`src/rtl/wlk_pkg.sv`:
```
package wlk_pkg;
  typedef enum logic {SRC_CPU = 1'b0, SRC_IO = 1'b1} wr_src_e;
  localparam int unsigned PROT_VEC_DEF = 29; // octal 35
endpackage

```
`src/rtl/wlk_region_decode.sv`:
```
module wlk_region_decode #(
  parameter int unsigned ADDR_W   = 15,
  parameter int unsigned BLK_BITS = 11,
  parameter int unsigned SUB_BITS = 9,
  localparam int unsigned HI_W    = ADDR_W - BLK_BITS,
  localparam int unsigned MID_W   = BLK_BITS - SUB_BITS,
  localparam int unsigned NUM_SUB = 1 << MID_W,
  localparam int unsigned NUM_BLK = 1 << HI_W,
  localparam int unsigned MASK_W  = NUM_SUB + NUM_BLK - 1
) (
  input  logic [ADDR_W-1:0] addr,
  output logic [MASK_W-1:0] region_oh
);
  logic [HI_W-1:0]  blk_idx;
  logic [MID_W-1:0] sub_idx;
  logic             in_low;

  assign blk_idx = addr[ADDR_W-1:BLK_BITS];
  assign sub_idx = addr[BLK_BITS-1:SUB_BITS];
  assign in_low  = (blk_idx == '0);

  // Lowest block: finer sub-block granularity
  for (genvar g = 0; g < NUM_SUB; g++) begin : g_sub
    assign region_oh[g] = in_low && (sub_idx == MID_W'(g));
  end

  // Remaining blocks: one bit each
  for (genvar b = 1; b < NUM_BLK; b++) begin : g_blk
    assign region_oh[NUM_SUB + b - 1] = (blk_idx == HI_W'(b));
  end
endmodule

```
`src/rtl/wlk_lock_store.sv`:
```
module wlk_lock_store #(
  parameter int unsigned MASK_W = 19
) (
  input  logic              clk,
  input  logic              rst_n,
  input  logic              lock_ld,
  input  logic [MASK_W-1:0] lock_din,
  input  logic              manual_mode,
  input  logic [MASK_W-1:0] manual_sw,
  output logic [MASK_W-1:0] prot_mask
);
  logic [MASK_W-1:0] lock_q, lock_d;

  always_comb begin
    lock_d = lock_q;
    if (lock_ld) lock_d = lock_din;
  end

  always_ff @(posedge clk or negedge rst_n) begin
    if (!rst_n) lock_q <= '0;
    else        lock_q <= lock_d;
  end

  assign prot_mask = manual_mode ? manual_sw : lock_q;

  AST_LOCK_HOLD: assert property (@(posedge clk) disable iff (!rst_n)
    !lock_ld |=> $stable(lock_q));
  AST_LOCK_LOAD: assert property (@(posedge clk) disable iff (!rst_n)
    lock_ld |=> (lock_q == $past(lock_din)));
endmodule

```
`src/rtl/wlk_viol_latch.sv`:
```
module wlk_viol_latch #(
  parameter int unsigned ADDR_W = 15,
  parameter int unsigned VEC_W  = 6,
  parameter int unsigned VEC    = wlk_pkg::PROT_VEC_DEF
) (
  input  logic              clk,
  input  logic              rst_n,
  input  logic              viol_in,
  input  logic [ADDR_W-1:0] viol_addr_in,
  input  logic              viol_src_in,
  input  logic              irq_ack,
  output logic              irq,
  output logic [VEC_W-1:0]  irq_vec,
  output logic [ADDR_W-1:0] held_addr,
  output logic              held_src
);
  logic              irq_q, irq_d;
  logic [ADDR_W-1:0] addr_q, addr_d;
  logic              src_q, src_d;
  logic              capture;

  always_comb begin
    capture = viol_in && (!irq_q || irq_ack);
    irq_d   = viol_in || (irq_q && !irq_ack);
    addr_d  = addr_q;
    src_d   = src_q;
    if (capture) begin
      addr_d = viol_addr_in;
      src_d  = viol_src_in;
    end
  end

  always_ff @(posedge clk or negedge rst_n) begin
    if (!rst_n) begin
      irq_q  <= 1'b0;
      addr_q <= '0;
      src_q  <= 1'b0;
    end else begin
      irq_q  <= irq_d;
      addr_q <= addr_d;
      src_q  <= src_d;
    end
  end

  assign irq       = irq_q;
  assign irq_vec   = irq_q ? VEC_W'(VEC) : '0;
  assign held_addr = addr_q;
  assign held_src  = src_q;

  AST_IRQ_SETS: assert property (@(posedge clk) disable iff (!rst_n)
    viol_in |=> irq_q);
  AST_FIRST_CAPTURE: assert property (@(posedge clk) disable iff (!rst_n)
    (viol_in && !irq_q) |=> (addr_q == $past(viol_addr_in)));
  AST_HOLD_FIRST: assert property (@(posedge clk) disable iff (!rst_n)
    (irq_q && !irq_ack) |=> ($stable(addr_q) && $stable(src_q)));
  AST_ACK_CLEARS: assert property (@(posedge clk) disable iff (!rst_n)
    (irq_ack && !viol_in) |=> !irq_q);
endmodule

```
`src/rtl/wlk_guard.sv`:
```
module wlk_guard #(
  parameter int unsigned ADDR_W   = 15,
  parameter int unsigned BLK_BITS = 11,
  parameter int unsigned SUB_BITS = 9,
  parameter int unsigned VEC_W    = 6,
  parameter int unsigned VEC      = wlk_pkg::PROT_VEC_DEF,
  localparam int unsigned NUM_SUB = 1 << (BLK_BITS - SUB_BITS),
  localparam int unsigned NUM_BLK = 1 << (ADDR_W - BLK_BITS),
  localparam int unsigned MASK_W  = NUM_SUB + NUM_BLK - 1
) (
  input  logic              clk,
  input  logic              rst_n,
  input  logic              wr_req,
  input  logic              wr_src,
  input  logic [ADDR_W-1:0] wr_addr,
  input  logic              rd_req,
  input  logic              lock_ld,
  input  logic [MASK_W-1:0] lock_din,
  input  logic              manual_mode,
  input  logic [MASK_W-1:0] manual_sw,
  input  logic              irq_ack,
  output logic              mem_we,
  output logic              mem_re,
  output logic              irq,
  output logic [VEC_W-1:0]  irq_vec,
  output logic [ADDR_W-1:0] viol_addr,
  output logic              viol_src
);
  logic              rst_s1, rst_s2;
  logic [MASK_W-1:0] region_oh;
  logic [MASK_W-1:0] prot_mask;
  logic              hit;
  logic              viol;

  // Asynchronous assert, synchronous release
  always_ff @(posedge clk or negedge rst_n) begin
    if (!rst_n) begin
      rst_s1 <= 1'b0;
      rst_s2 <= 1'b0;
    end else begin
      rst_s1 <= 1'b1;
      rst_s2 <= rst_s1;
    end
  end

  wlk_region_decode #(
    .ADDR_W(ADDR_W), .BLK_BITS(BLK_BITS), .SUB_BITS(SUB_BITS)
  ) u_decode (
    .addr(wr_addr), .region_oh(region_oh)
  );

  wlk_lock_store #(.MASK_W(MASK_W)) u_lock (
    .clk(clk), .rst_n(rst_s2), .lock_ld(lock_ld), .lock_din(lock_din),
    .manual_mode(manual_mode), .manual_sw(manual_sw), .prot_mask(prot_mask)
  );

  assign hit    = |(region_oh & prot_mask);
  assign viol   = wr_req & hit;
  assign mem_we = wr_req & ~hit;
  assign mem_re = rd_req;

  wlk_viol_latch #(.ADDR_W(ADDR_W), .VEC_W(VEC_W), .VEC(VEC)) u_latch (
    .clk(clk), .rst_n(rst_s2), .viol_in(viol), .viol_addr_in(wr_addr),
    .viol_src_in(wr_src), .irq_ack(irq_ack), .irq(irq), .irq_vec(irq_vec),
    .held_addr(viol_addr), .held_src(viol_src)
  );

  AST_ONE_REGION: assert property (@(posedge clk) disable iff (!rst_s2)
    $onehot(region_oh));
  AST_WE_NEEDS_REQ: assert property (@(posedge clk) disable iff (!rst_s2)
    mem_we |-> wr_req);
  AST_BLOCK_RAISES: assert property (@(posedge clk) disable iff (!rst_s2)
    (wr_req && !mem_we) |=> irq);
  AST_READ_NO_IRQ: assert property (@(posedge clk) disable iff (!rst_s2)
    (rd_req && !wr_req && !irq) |=> !irq);
endmodule

```
`config.mk`:
```
export PLATFORM = sky130hd
export DESIGN_NAME = wlk_guard
export DESIGN_NICKNAME = d
export VERILOG_FILES = /design/src/rtl/wlk_pkg.sv /design/src/rtl/wlk_region_decode.sv /design/src/rtl/wlk_lock_store.sv /design/src/rtl/wlk_viol_latch.sv /design/src/rtl/wlk_guard.sv
export SDC_FILE = /design/constraint.sdc
export NUM_CORES = 1
export LEC_CHECK = 0
export ABC_CLOCK_PERIOD_IN_PS = 3150
export BUFFER_PORTS_ARGS = -buffer_cell sky130_fd_sc_hd__buf_4
export CAP_MARGIN = 10
export CORE_MARGIN = 2
export CORE_UTILIZATION = 47
export CTS_CLUSTER_SIZE = 16
export DETAILED_ROUTE_END_ITERATION = 7
export PLACE_DENSITY = 0.8
export SLEW_MARGIN = 20
export SYNTH_ARGS = -nofsm -noshare
export SYNTH_HDL_FRONTEND = slang
export SYNTH_SLANG_ARGS = --single-unit
```
`constraint.sdc`:
```
create_clock -name clk -period 3.15 [get_ports clk]
set_clock_uncertainty 0.2 [all_clocks]
set_input_delay 0.63 -clock clk [delete_from_list [all_inputs] [get_ports clk]]
set_output_delay 0.63 -clock clk [all_outputs]
set_load 0.02 [all_outputs]
```
== Word-level counts from Yosys, hierarchy flattened ==
Cells that the tools add are included.

* Word-level logic and storage cells: 43
* Memories kept: 0
* Bits in read-only memories: 0
* Bits in writable memories: 0
* Bits in latches: 0
* Flip-flop bits (word level): 38

* Bitwise gates (word level): 4
* Reductions and logical operators: 13
* Multiply operators: 0
* Equal/unequal tests: 18
* Magnitude comparators: 0
* Add/sub/neg operators: 0
* Mux-type cells: 2
* Div/mod/pow operators: 0
* Shifts and indexed selects: 0

{| class="wikitable"
|+ Operator list
! cell !! count
|-
| 4-bit == test, second input constant || 8
|-
| 19-bit AND || 1
|-
| 19-bit two-way mux || 1
|-
| 19-bit OR reduction || 1
|-
| 4-bit by 3-bit == test with 1-bit output, second input constant || 4
|-
| 4-bit by 2-bit == test with 1-bit output, second input constant || 2
|-
| 1-bit logical AND || 6
|-
| 5-bit two-way mux || 1
|-
| 2-bit == test, second input constant || 2
|-
| 4-bit by 1-bit == test with 1-bit output, second input constant || 1
|-
| 4-bit zero test || 1
|-
| 1-bit AND || 2
|-
| 2-bit by 1-bit == test with 1-bit output, second input constant || 1
|-
| 1-bit zero test || 2
|-
| 2-bit zero test || 1
|-
| 1-bit logical OR || 2
|-
| 1-bit NOT || 1
|}

== Logic depth before layout (Yosys ltp) ==
Gate-level depths: netlist of the first run.

* Depth in word-level cells: 6
* Gate-level depth with buffers: 9

== Cells and area by module ==
From an unflattened synthesis of the first run, not the netlist that was laid out.

* Cells, all modules: 150
* Area, all modules: 2112.0 µm²

{| class="wikitable"
|+ Modules (own cells, without submodules)
! module !! area each (µm²) !! sequential area each (µm²) !! times used !! cells each
|-
| wlk_lock_store || 1041.0 || 475.5 || 1 || 61
|-
| wlk_viol_latch || 744.5 || 425.4 || 1 || 44
|-
| wlk_guard || 180.2 || 50.0 || 1 || 18
|-
| wlk_region_decode || 146.4 || 0.0 || 1 || 27
|}

== Least setup slack after synthesis of the first run ==
No wires, ideal clock.

* Kind: input to output
* From: input port wr_addr[11]
* To: output port mem_we
* Required time: 2.320 ns
* Stages on the path: 7
* Arrival: 2.428 ns
* Path slack: -0.108 ns
* Path through: buf_2 -> buf_2 -> mux2i_1 -> o22ai_1 -> a211oi_1 -> o22ai_2 -> nor4b_1

* Cells in the longest elaborated chain, start to end: 6
* Elaborated cells on any way between the ends: 24
* Classes of those cells: eq/ne (15); bitwise (3); reduce/logical (6)

{| class="wikitable"
|+ Ends and longest elaborated chain
! element !! line !! RTL
|-
| start: declaration || wlk_guard.sv:15 || <nowiki>input logic [ADDR_W-1:0] wr_addr,</nowiki>
|-
| 4-bit zero test || wlk_region_decode.sv:20 || <nowiki>assign in_low = (blk_idx == '0);</nowiki>
|-
| 1-bit logical AND || wlk_region_decode.sv:24 || <nowiki>assign region_oh[g] = in_low && (sub_idx == MID_W'(g));</nowiki>
|-
| 19-bit AND * || wlk_guard.sv:57 || <nowiki>assign hit = |(region_oh & prot_mask);</nowiki>
|-
| 19-bit OR reduction * || wlk_guard.sv:57 ||
|-
| 1-bit NOT * || wlk_guard.sv:59 || <nowiki>assign mem_we = wr_req & ~hit;</nowiki>
|-
| 1-bit AND * || wlk_guard.sv:59 ||
|-
| end: declaration || wlk_guard.sv:22 || <nowiki>output logic mem_we,</nowiki>
|}

Mark *: on every way between the ends. The rest lies on a longest branch, timed or not.

== Final worst setup path of the first run ==
* From: input port manual_mode
* To: output port mem_we

* Cells in the longest elaborated chain, start to end: 5

{| class="wikitable"
|+ Ends and longest elaborated chain
! element !! line !! RTL
|-
| start: declaration || wlk_guard.sv:19 || <nowiki>input logic manual_mode,</nowiki>
|-
| 19-bit two-way mux || wlk_lock_store.sv:24 || <nowiki>assign prot_mask = manual_mode ? manual_sw : lock_q;</nowiki>
|-
| 19-bit AND || wlk_guard.sv:57 ||
|-
| 19-bit OR reduction || wlk_guard.sv:57 ||
|-
| 1-bit NOT || wlk_guard.sv:59 ||
|-
| 1-bit AND || wlk_guard.sv:59 ||
|}

Every way passes these cells.

==> results of run 1 <==
-- critical path, stage by stage --
cell and delay, ps:
buf_4 140, mux4_2 500, a311oi_1 350, a21oi_2 110, nor4b_2 310, buf_4 200
-- area by class of cell --
| class | instances | area, sq um | area share [%] |
|---|---|---|---|
| clock inverters | 2 | 60.1 | 2.24 |
| repair buffers | 87 | 656 | 24.5 |
| flip-flops and latches | 38 | 951 | 35.5 |
| multi-input cells | 78 | 858 | 32.1 |
| clock buffers | 6 | 82.6 | 3.08 |
| well taps | 50 | 62.6 | 2.34 |
| inverters | 2 | 7.51 | 0.280 |
-- path summary, 6_finish.rpt --
check | from | endpoint | slack, ps | cells past startpoint
worst max-delay path | manual_mode | mem_we | 80 | 6
min in group clk | rst_s1 | rst_s2 | 150 | 0
worst min-delay path | rst_s2 | u_latch.held_addr[6] | 90 | 0
worst max register to register | u_lock.lock_q[7] | u_latch.held_addr[10] | 540 | 7
max in group asynchronous | rst_s2 | u_lock.lock_q[10] | 1930 | 1
worst min register to register | rst_s2 | u_latch.held_addr[6] | 90 | 0
-- per-stage QoR --
step	hold WS [ps]	area [sq um]	util [%]	setup slack (ps)	total power, uW
final	89.5	2680	67.4	80.8	1620
after global routing	162	2680	67.4	5.40	1700
after CTS	113	2670	67.1	58.5	1640
after detailed placement	111	2510	63.3	58.5	1130
after global placement	87.1	2510	63.3	105	1110
after floorplan	131	1930	-	164	929
-- cell usage in the layout (no fill, tap or decap), types with 2 or more instances in the layout --
cell type / count
conb_1: 3
inv_1: 2
nor4_1: 4
mux2_4: 10
mux4_2: 2
nand2b_1: 2
mux2_2: 25
bufinv_16: 2
mux4_1: 3
clkbuf_8: 6
mux2i_1: 10
dfrtp_1: 38
nor3_1: 4
nand2_1: 4
buf_4: 86
-- state kept, by name, summed over array words and instances, names as in the netlist --
| name | cells |
|---|---|
| u_lock.lock_q | 19 |
| u_latch.held_addr | 15 |
| u_latch.held_src | 1 |
| rst_s1 | 1 |
| u_latch.irq | 1 |
| rst_s2 | 1 |
-- report_power, final --
group / switching [uW] / internal [uW] / total (uW) / leakage, uW
combinational: 215 / 270 / 485 / 0.000785
clock: 168 / 338 / 506 / 0.0000714
sequential: 55.1 / 578 / 633 / 0.000446
total: 438 / 1190 / 1620 / 0.00130
-- routing by layer --
layer,up-vias,track usage [%],wire [um]
li1,641,-,-
met1,665,22.2,1650
met2,40,36.5,2350
met3,2,4.93,205
met4,0,7.00,27
met5,-,0,0
-- cells in the mapped netlist, drive strengths merged --
| master | instances |
|---|---|
| inv | 2 |
| buf | 14 |
| nand2b | 2 |
| or4 | 1 |
| a21oi | 1 |
| nor4 | 4 |
| nand2 | 4 |
| conb | 2 |
| o31ai | 1 |
| clkbuf | 2 |
| dfrtp | 38 |
| a211oi | 1 |
| mux2 | 35 |
| o22ai | 2 |
| nor3 | 4 |
| a41o | 1 |
| nor4b | 2 |
| mux4 | 5 |
| mux2i | 10 |
| o311ai | 1 |
| a311oi | 1 |
-- timing repair --
action                                  in CTS  in global routing
hold buffers                                 1                  0
hold endpoints to repair                     2                  0
endpoints found under the setup margin       0                  1
resized for setup                            0                  1
setup buffers                                0                  1
-- kinds of logic after synthesis --
| group | after synthesis | share of synthesized area [%] |
|---|---|---|
| AND/OR/NAND/NOR | 17 | 5.09 |
| buffers and inverters | 18 | 6.27 |
| AO/OA/AOI/OAI | 8 | 4.38 |
| other | 2 | 0.392 |
| multiplexers | 50 | 34.2 |
| flip-flops | 38 | 49.6 |
==> results_dict.tcl, run 1 <==
set metrics [dict create \
    worstMarginPinSlew_ps 700 \
    crit_type "input pin to output port" \
    dp.cells 253 \
    yosys.area.top_type_share_pct 49.6 \
    powerDensity_mw_per_mm2 606 \
    final-instance-count-excl-fill 263 \
    synth_top_cells_by_area "dfrtp_1 50%, mux2_2 15%, mux2_4 7.8%, mux2i_1 5.2%, mux4_1 4.1%" \
    vdd_drop_max_mv 0.317 \
    cts_buffers 5 \
    n_antenna_cell 0 \
    syn_area_per_cell_sq_um 14.4 \
    drive_above_1_share_pct 63.4 \
    port_buffers 81 \
    wire_per_inst_um 16.1 \
    fp.coreArea_sq_mm 0.00397 \
    ys_seq_elements 38 \
    hp-class "register to async pin" \
    antenna_found_initial 0 \
    synth_cells 133 \
    tns_ps 0 \
    grt_pass1_vias 1395 \
    drt_iter0_markers 79 \
    relSlewSlack_pct 53.4 \
    num_rows 23 \
    htree_levels 2 \
    gp_congestion 0.762 \
    ys_types 28 \
    fp.dieH_um 67.8 \
    yosysTopAreaCell "dfrtp_1" \
    synth_warnings 0 \
    io_pins 86 \
    status "finished clean" \
    arrival_ps 2240 \
    cap_violations 0 \
    fmax_ghz 0.326 \
    report.final.slew_viol_count 0 \
    period_minus_slack_ps 3070 \
    grt_pass1_wl_mm 6.59 \
    fillCellCount 305 \
    routed_via_density 5.13 \
    cp.required_ps 2320 \
    start_kind "input pin" \
    num_vias 1348 \
    start_util_pct 48.2 \
    setup_viol_count_final 0 \
    leakagePower_uw 0.00130 \
    firstDrtPassIters 4 \
    clk_path_buf_depth 2 \
    rsz0062_at_grt "no" \
    nets 273 \
    hpwl_mm 3.37 \
    cts_tree "done" \
    dieArea_sq_mm 0.00460 \
    wirelength_mm 4.23 \
    grt_start_max_net_pins 20 \
    ant_nets 0 \
    cts.sinks 38 \
    die_x_um 67.8 \
    drc 0 \
    grtUsageTotal_pct 19.9 \
    finalHoldViolCount 0 \
    syn2layout_area_growth_pct 39.8 \
    fin_crit_sh_pct 97.4 \
    root_buffer "clkbuf_8" \
    clk_latency_ps 280 \
    path_clk_slew_ps 80 \
    critPathMaxFanout 6 \
    cp-end-kind "output port" \
    netlist_area_sq_mm 0.00192 \
    synth.yosys.seq_area_share_pct 49.6 \
    overflow 0 \
]
(Power assumes the default switching activity.)
==> inputs of run 2 (changes only) <==
--- a/config.mk
+++ b/config.mk
@@ -8,6 +8,7 @@
 export ABC_CLOCK_PERIOD_IN_PS = 3150
 export BUFFER_PORTS_ARGS = -buffer_cell sky130_fd_sc_hd__buf_4
 export CAP_MARGIN = 10
+export CORE_ASPECT_RATIO = 0.7
 export CORE_MARGIN = 2
 export CORE_UTILIZATION = 47
 export CTS_CLUSTER_SIZE = 16
==> run 2 against run 1 <==
Critical path depth unchanged. Highest routed layer unchanged. Power is 6.5% lower. Sequential share of layout area grew 0.50 points. Via count increased by 0.67%. Clock-buffer cell count shrank 1. Cell area is 1.4% lower. Register-to-register slack improved by 110 ps. Hold slack gained 5.1 ps. Maximum frequency increased by 0.79%. Clock power is 22% lower.
==> results_dict.tcl, run 2 (same netlist as run 1, synthesis figures left out) <==
set metrics [dict create \
    cp_num_buf_inv 2 \
    n_antenna_cell 0 \
    port_buffers 81 \
    num_vias 1357 \
    critPathTopFamily "multiplexers" \
    period_minus_slack_ps 3050 \
    dieArea_sq_mm 0.00461 \
    firstDrtPassIters 4 \
    vdd_drop_max_mv 0.339 \
    hold_ws_ps 94.6 \
    status "finished clean" \
    io_pins 86 \
    fp.dieH_um 57.4 \
    syn2layout_area_growth_pct 37.8 \
    cts.sinks 38 \
    nets 271 \
    htree_levels 2 \
    rsz0062_at_grt "no" \
    overflow 0 \
    grt_start_max_net_pins 37 \
    cts_tree "done" \
    setup_viol_count_final 0 \
    fin_crit_sh_pct 96.7 \
    clk_path_buf_depth 2 \
    grt_pass1_vias 1428 \
    gp_congestion 0.786 \
    start_kind "input pin" \
    crit_chain "buf_4, mux4_1, nor4b_1, a41o_1, nor4b_2, buf_4" \
    finalHoldViolCount 0 \
    tns_ps 0 \
    finalWorstSetupSlack_ps 105 \
    ant_nets 0 \
    grt_pass1_wl_mm 7.00 \
    leakagePower_uw 0.00128 \
    hp-class "register to async pin" \
    cap_violations 0 \
    post_cts_resized 0 \
    largest_register "u_lock.lock_q" \
    largest_reg_flops 19 \
    drc 0 \
    critPathMaxFanout 6 \
    drt_iter0_markers 61 \
    dp_slack_ps 110 \
    powerDensity_mw_per_mm2 575 \
    wire_per_inst_um 16.1 \
    hpwl_mm 3.36 \
    r2r_start "u_lock.lock_q[12]" \
    arrival_ps 2220 \
    path_clk_slew_ps 70 \
    fp.coreArea_sq_mm 0.00392 \
    cp_common_cell "buf_4" \
    mostFrequentLayoutCells "83 x buf_4, 38 x dfrtp_1, 25 x mux2_2" \
    fillCellCount 306 \
    drive_above_1_share_pct 62.6 \
    antenna_found_initial 0 \
    routed_via_density 5.16 \
    fmax_ghz 0.328 \
    cp-end-kind "output port" \
    clk_latency_ps 280 \
    cts_buffers 5 \
    cpPeakStageDelay_ps 540 \
    num_rows 19 \
    crit_type "input pin to output port" \
    grtUsageTotal_pct 20.0 \
    slowest_stage "mux4_1" \
    cp.required_ps 2320 \
    wirelength_mm 4.23 \
    root_buffer "clkbuf_8" \
    layout_commonest_cell "buf_4" \
    start_util_pct 48.8 \
    crit_start "manual_mode" \
    die_x_um 80.3 \
    report.final.slew_viol_count 0 \
]
[run 2: cell type report]
class,count,area (sq um),area share (%)
clock buffer,5,68.8,2.61
clock inverter,3,40.0,1.52
inverter,2,7.51,0.284
multi-input combinational,78,855,32.4
sequential,38,951,36.0
tap,52,65.1,2.46
timing repair buffer,85,653,24.7
[run 2: final timing paths]
kind                       depth (start not counted)  slack, ps               endpoint
setup reg to reg                                   6        650  u_latch.held_addr[12]
hold / removal                                     1         90       u_lock.lock_q[2]
min in group clk                                   0        170                 rst_s2
max in group asynchronous                          2       2200                 rst_s2
hold reg to reg                                    1         90       u_lock.lock_q[2]
setup / recovery                                   6        100                 mem_we
[run 2: power breakdown]
| group | leakage (uW) | internal (uW) | switching, uW |
|---|---|---|---|
| sequential | 0.000446 | 578 | 53.1 |
| clock | 0.0000579 | 233 | 164 |
| combinational | 0.000780 | 271 | 219 |
| total | 0.00128 | 1080 | 436 |
[run 2: through the flow]
step / total power, uW / util [%] / std cells / area, sq um
global placement: 1110 / 64.3 / 254 / 2520
finish: 1520 / 67.3 / 263 / 2640
global route: 1590 / 67.3 / 263 / 2640
floorplan: 929 / - / 134 / 1930
CTS: 1530 / 67.3 / 263 / 2640
detailed placement: 1130 / 64.3 / 254 / 2520
[run 2: what timing repair did]
action	CTS	global route
setup endpoints to repair	0	0
setup buffers	0	0
hold buffers	1	0
hold endpoints to repair	2	0
[run 2: routing by layer]
metal,GRT usage [%],wire (um),up-vias,part of all wire (%)
met4,5.33,23,0,0.54
met5,0,0,-,0
li1,-,-,634,-
met3,4.27,228,2,5.4
met2,33.6,2200,53,52
met1,26.7,1790,668,42
[run 2: worst reg2reg max path, delay by kind of cell (launching register included)]
| family | cells | cell delay, ps |
|---|---|---|
| AOI/OAI and AO/OA | 3 | 760 |
| buffers and inverters | 1 | 200 |
| DFF | 1 | 390 |
| muxes | 2 | 830 |
==> inputs of run 3 (changes only) <==
--- a/config.mk
+++ b/config.mk
@@ -10,11 +10,12 @@
 export CAP_MARGIN = 10
 export CORE_ASPECT_RATIO = 0.7
 export CORE_MARGIN = 2
-export CORE_UTILIZATION = 47
+export CORE_UTILIZATION = 48
 export CTS_CLUSTER_SIZE = 16
 export DETAILED_ROUTE_END_ITERATION = 7
 export PLACE_DENSITY = 0.8
 export SLEW_MARGIN = 20
 export SYNTH_ARGS = -nofsm -noshare
 export SYNTH_HDL_FRONTEND = slang
+export SYNTH_HIERARCHICAL = 1
 export SYNTH_SLANG_ARGS = --single-unit
==> run 3 against run 2 <==
Sequential power increased by 4.8%. Critical path type unchanged. Global-route usage decreased by 1.6 points. Sequential share of layout area decreased by 1.8 points. Routed wire length increased by 2.4%. Critical endpoint unchanged. Hold slack got worse by 19 ps. Clock-buffer cell count increased by 2. Final cell count increased by 9.1%.
==> results_dict.tcl, run 3 <==
set metrics [dict create \
    num_rows 20 \
    start_kind "input pin" \
    p_clk_share_pct 21.4 \
    leakagePower_uw 0.00136 \
    fin_crit_sh_pct 95.1 \
    wirelength_mm 4.33 \
    yosys.area.top_type_share_pct 45.0 \
    pwr-share-comb_pct 36.8 \
    post_cts_resized 0 \
    overflow 0 \
    port_buffers 81 \
    syn2layout_area_growth_pct 31.7 \
    start_util_pct 49.4 \
    synth.yosys.seq_area_share_pct 45.0 \
    final-instance-count-excl-fill 287 \
    hpwl_mm 3.42 \
    crit_type "input pin to output port" \
    yosysTopAreaCell "dfrtp_1" \
    syn_area_per_cell_sq_um 14.1 \
    period_minus_slack_ps 3000 \
    largest_register "u_lock/lock_q" \
    r2r_start "u_lock/lock_q[6]" \
    drt_iter0_markers 71 \
    dieArea_sq_mm 0.00495 \
    path_clk_slew_ps 80 \
    cp.required_ps 2320 \
    cap_violations 0 \
    tns_ps 0 \
    die_x_um 83.3 \
    root_buffer "clkbuf_8" \
    antenna_found_initial 0 \
    grtUsageTotal_pct 18.3 \
    p_sw_uw 480 \
    n_antenna_cell 0 \
    slowest_stage "or4_4" \
    synthArstFlopShare_pct 100 \
    crit_start "wr_addr[12]" \
    rsz0062_at_grt "no" \
    largest_reg_flops 19 \
    synth_warnings 6 \
    synth_cells 150 \
    fp.coreArea_sq_mm 0.00428 \
    synth_top_cells_by_count "38 x dfrtp_1, 30 x mux2_4, 24 x mux2_2" \
    report.final.slew_viol_count 0 \
    synth_flop_cell "dfrtp_1" \
    swShare_pct 30.4 \
    grt_pass1_wl_mm 6.98 \
    synth_edf_count 0 \
    fin_util_pct 65.0 \
    hp-class "register to async pin" \
    cts_buffers 5 \
    clk_path_buf_depth 2 \
    status "finished clean" \
    ys_types 24 \
    critPathTopFamily "simple AND/OR/NAND/NOR gates" \
    layout_commonest_cell "buf_4" \
    cpPeakStageDelay_ps 570 \
    ys_seq_elements 38 \
    arrival_ps 2170 \
    grt_pass1_vias 1494 \
    num_vias 1468 \
    finalHoldViolCount 0 \
    cp-end-kind "output port" \
    dp.cells 278 \
    cts_setup_buffers 0 \
    power_frac_seq_pct 41.9 \
    clk_latency_ps 280 \
    yosysMostFrequentCell "dfrtp_1" \
    intPower_uw 1100 \
    vdd_drop_max_mv 0.358 \
    wire_per_inst_um 15.1 \
    routed_via_density 5.11 \
    drc 0 \
    mostFrequentLayoutCells "84 x buf_4, 38 x dfrtp_1, 30 x mux2_4" \
    nets 292 \
    grt_start_max_net_pins 37 \
    setup_viol_count_final 0 \
    gp_congestion 0.827 \
    fmax_ghz 0.334 \
    crit_chain "buf_4, or4_4, nor2_1, a22o_1, a221oi_2, and3_1, and4_1, buf_4" \
    hold_ws_ps 75.4 \
    powerDensity_mw_per_mm2 568 \
    cts.sinks 38 \
    htree_levels 2 \
    drive_above_1_share_pct 65.5 \
    cp_num_buf_inv 2 \
    netlist_area_sq_mm 0.00211 \
    ant_nets 0 \
    cts_tree "done" \
    fp.dieH_um 59.5 \
    firstDrtPassIters 4 \
    cp_common_cell "buf_4" \
    io_pins 86 \
    synth_top_cells_by_area "dfrtp_1 45%, mux2_4 21%, mux2_2 13%, buf_12 2.8%, buf_4 2.5%" \
    critPathMaxFanout 8 \
]
==> run 3: cell families (layout without fill, tap and decap cells) <==
logic type      after synthesis  in the layout  synth area share, %
mux                          54             54                 34.1
simple gates                 33             33                 9.48
buf+inv                      13             94                 6.58
other cells                   2              3                0.356
compound gates               10             10                 4.44
flops                        38             38                 45.0
==> run 3: timing repair <==
item,in CTS,in global routing
setup endpoints to repair,0,0
hold endpoints to repair,2,0
hold buffers,1,0
==> run 3: layout make-up <==
type | instances | area, sq um
fillers | 338 | 1500
multi-input cells | 100 | 1030
flip-flops and latches | 38 | 951
repair buffers | 85 | 641
clock buffers | 7 | 86.3
well taps | 55 | 68.8
clock inverters | 1 | 5.00
inverters | 1 | 3.75
==> run 3: through the flow <==
stage	instance area, sq um	setup slack, ps	power (uW)
2_1_floorplan	2120	328	1030
3_3_place_gp	2680	144	1240
3_5_place_dp	2680	101	1250
4_1_cts	2780	156	1600
5_1_grt	2780	67.9	1660
6_report	2780	155	1580
==> run 3: path summary, 6_finish.rpt <==
| check | endpoint | slack, ps | cells after the start |
|---|---|---|---|
| hold reg to reg | u_lock/lock_q[12] | 80 | 1 |
| hold / removal | u_lock/lock_q[12] | 80 | 1 |
| min in group clk | rst_s2 | 160 | 0 |
| setup reg to reg | u_latch/held_addr[11] | 800 | 7 |
| max in group asynchronous | rst_s1 | 2200 | 2 |
| setup / recovery | mem_we | 150 | 8 |
==> run 3: layer usage <==
layer	routed length, um	GRT usage (%)
met4	29	7.26
met2	2000	29.4
met1	1990	24.6
met5	0	0
met3	316	4.32
==> run 3: power groups by stage <==
| stage | clock network, uW | registers, uW | logic, uW |
|---|---|---|---|
| final | 338 | 661 | 580 |
| after global routing | 368 | 677 | 613 |
| after CTS | 350 | 662 | 586 |
| after detailed placement | 0 | 668 | 587 |
| after global placement | 0 | 667 | 576 |
| after floorplan | 0 | 765 | 263 |
==> run 3: worst register-to-register path, stage by stage, from the launching register on <==
cell and delay [ps]:
dfrtp_1 380, mux2_2 270, a22o_1 210, a221oi_2 180
and3_1 200, a31oi_1 140, nand2_4 280, mux2_2 370
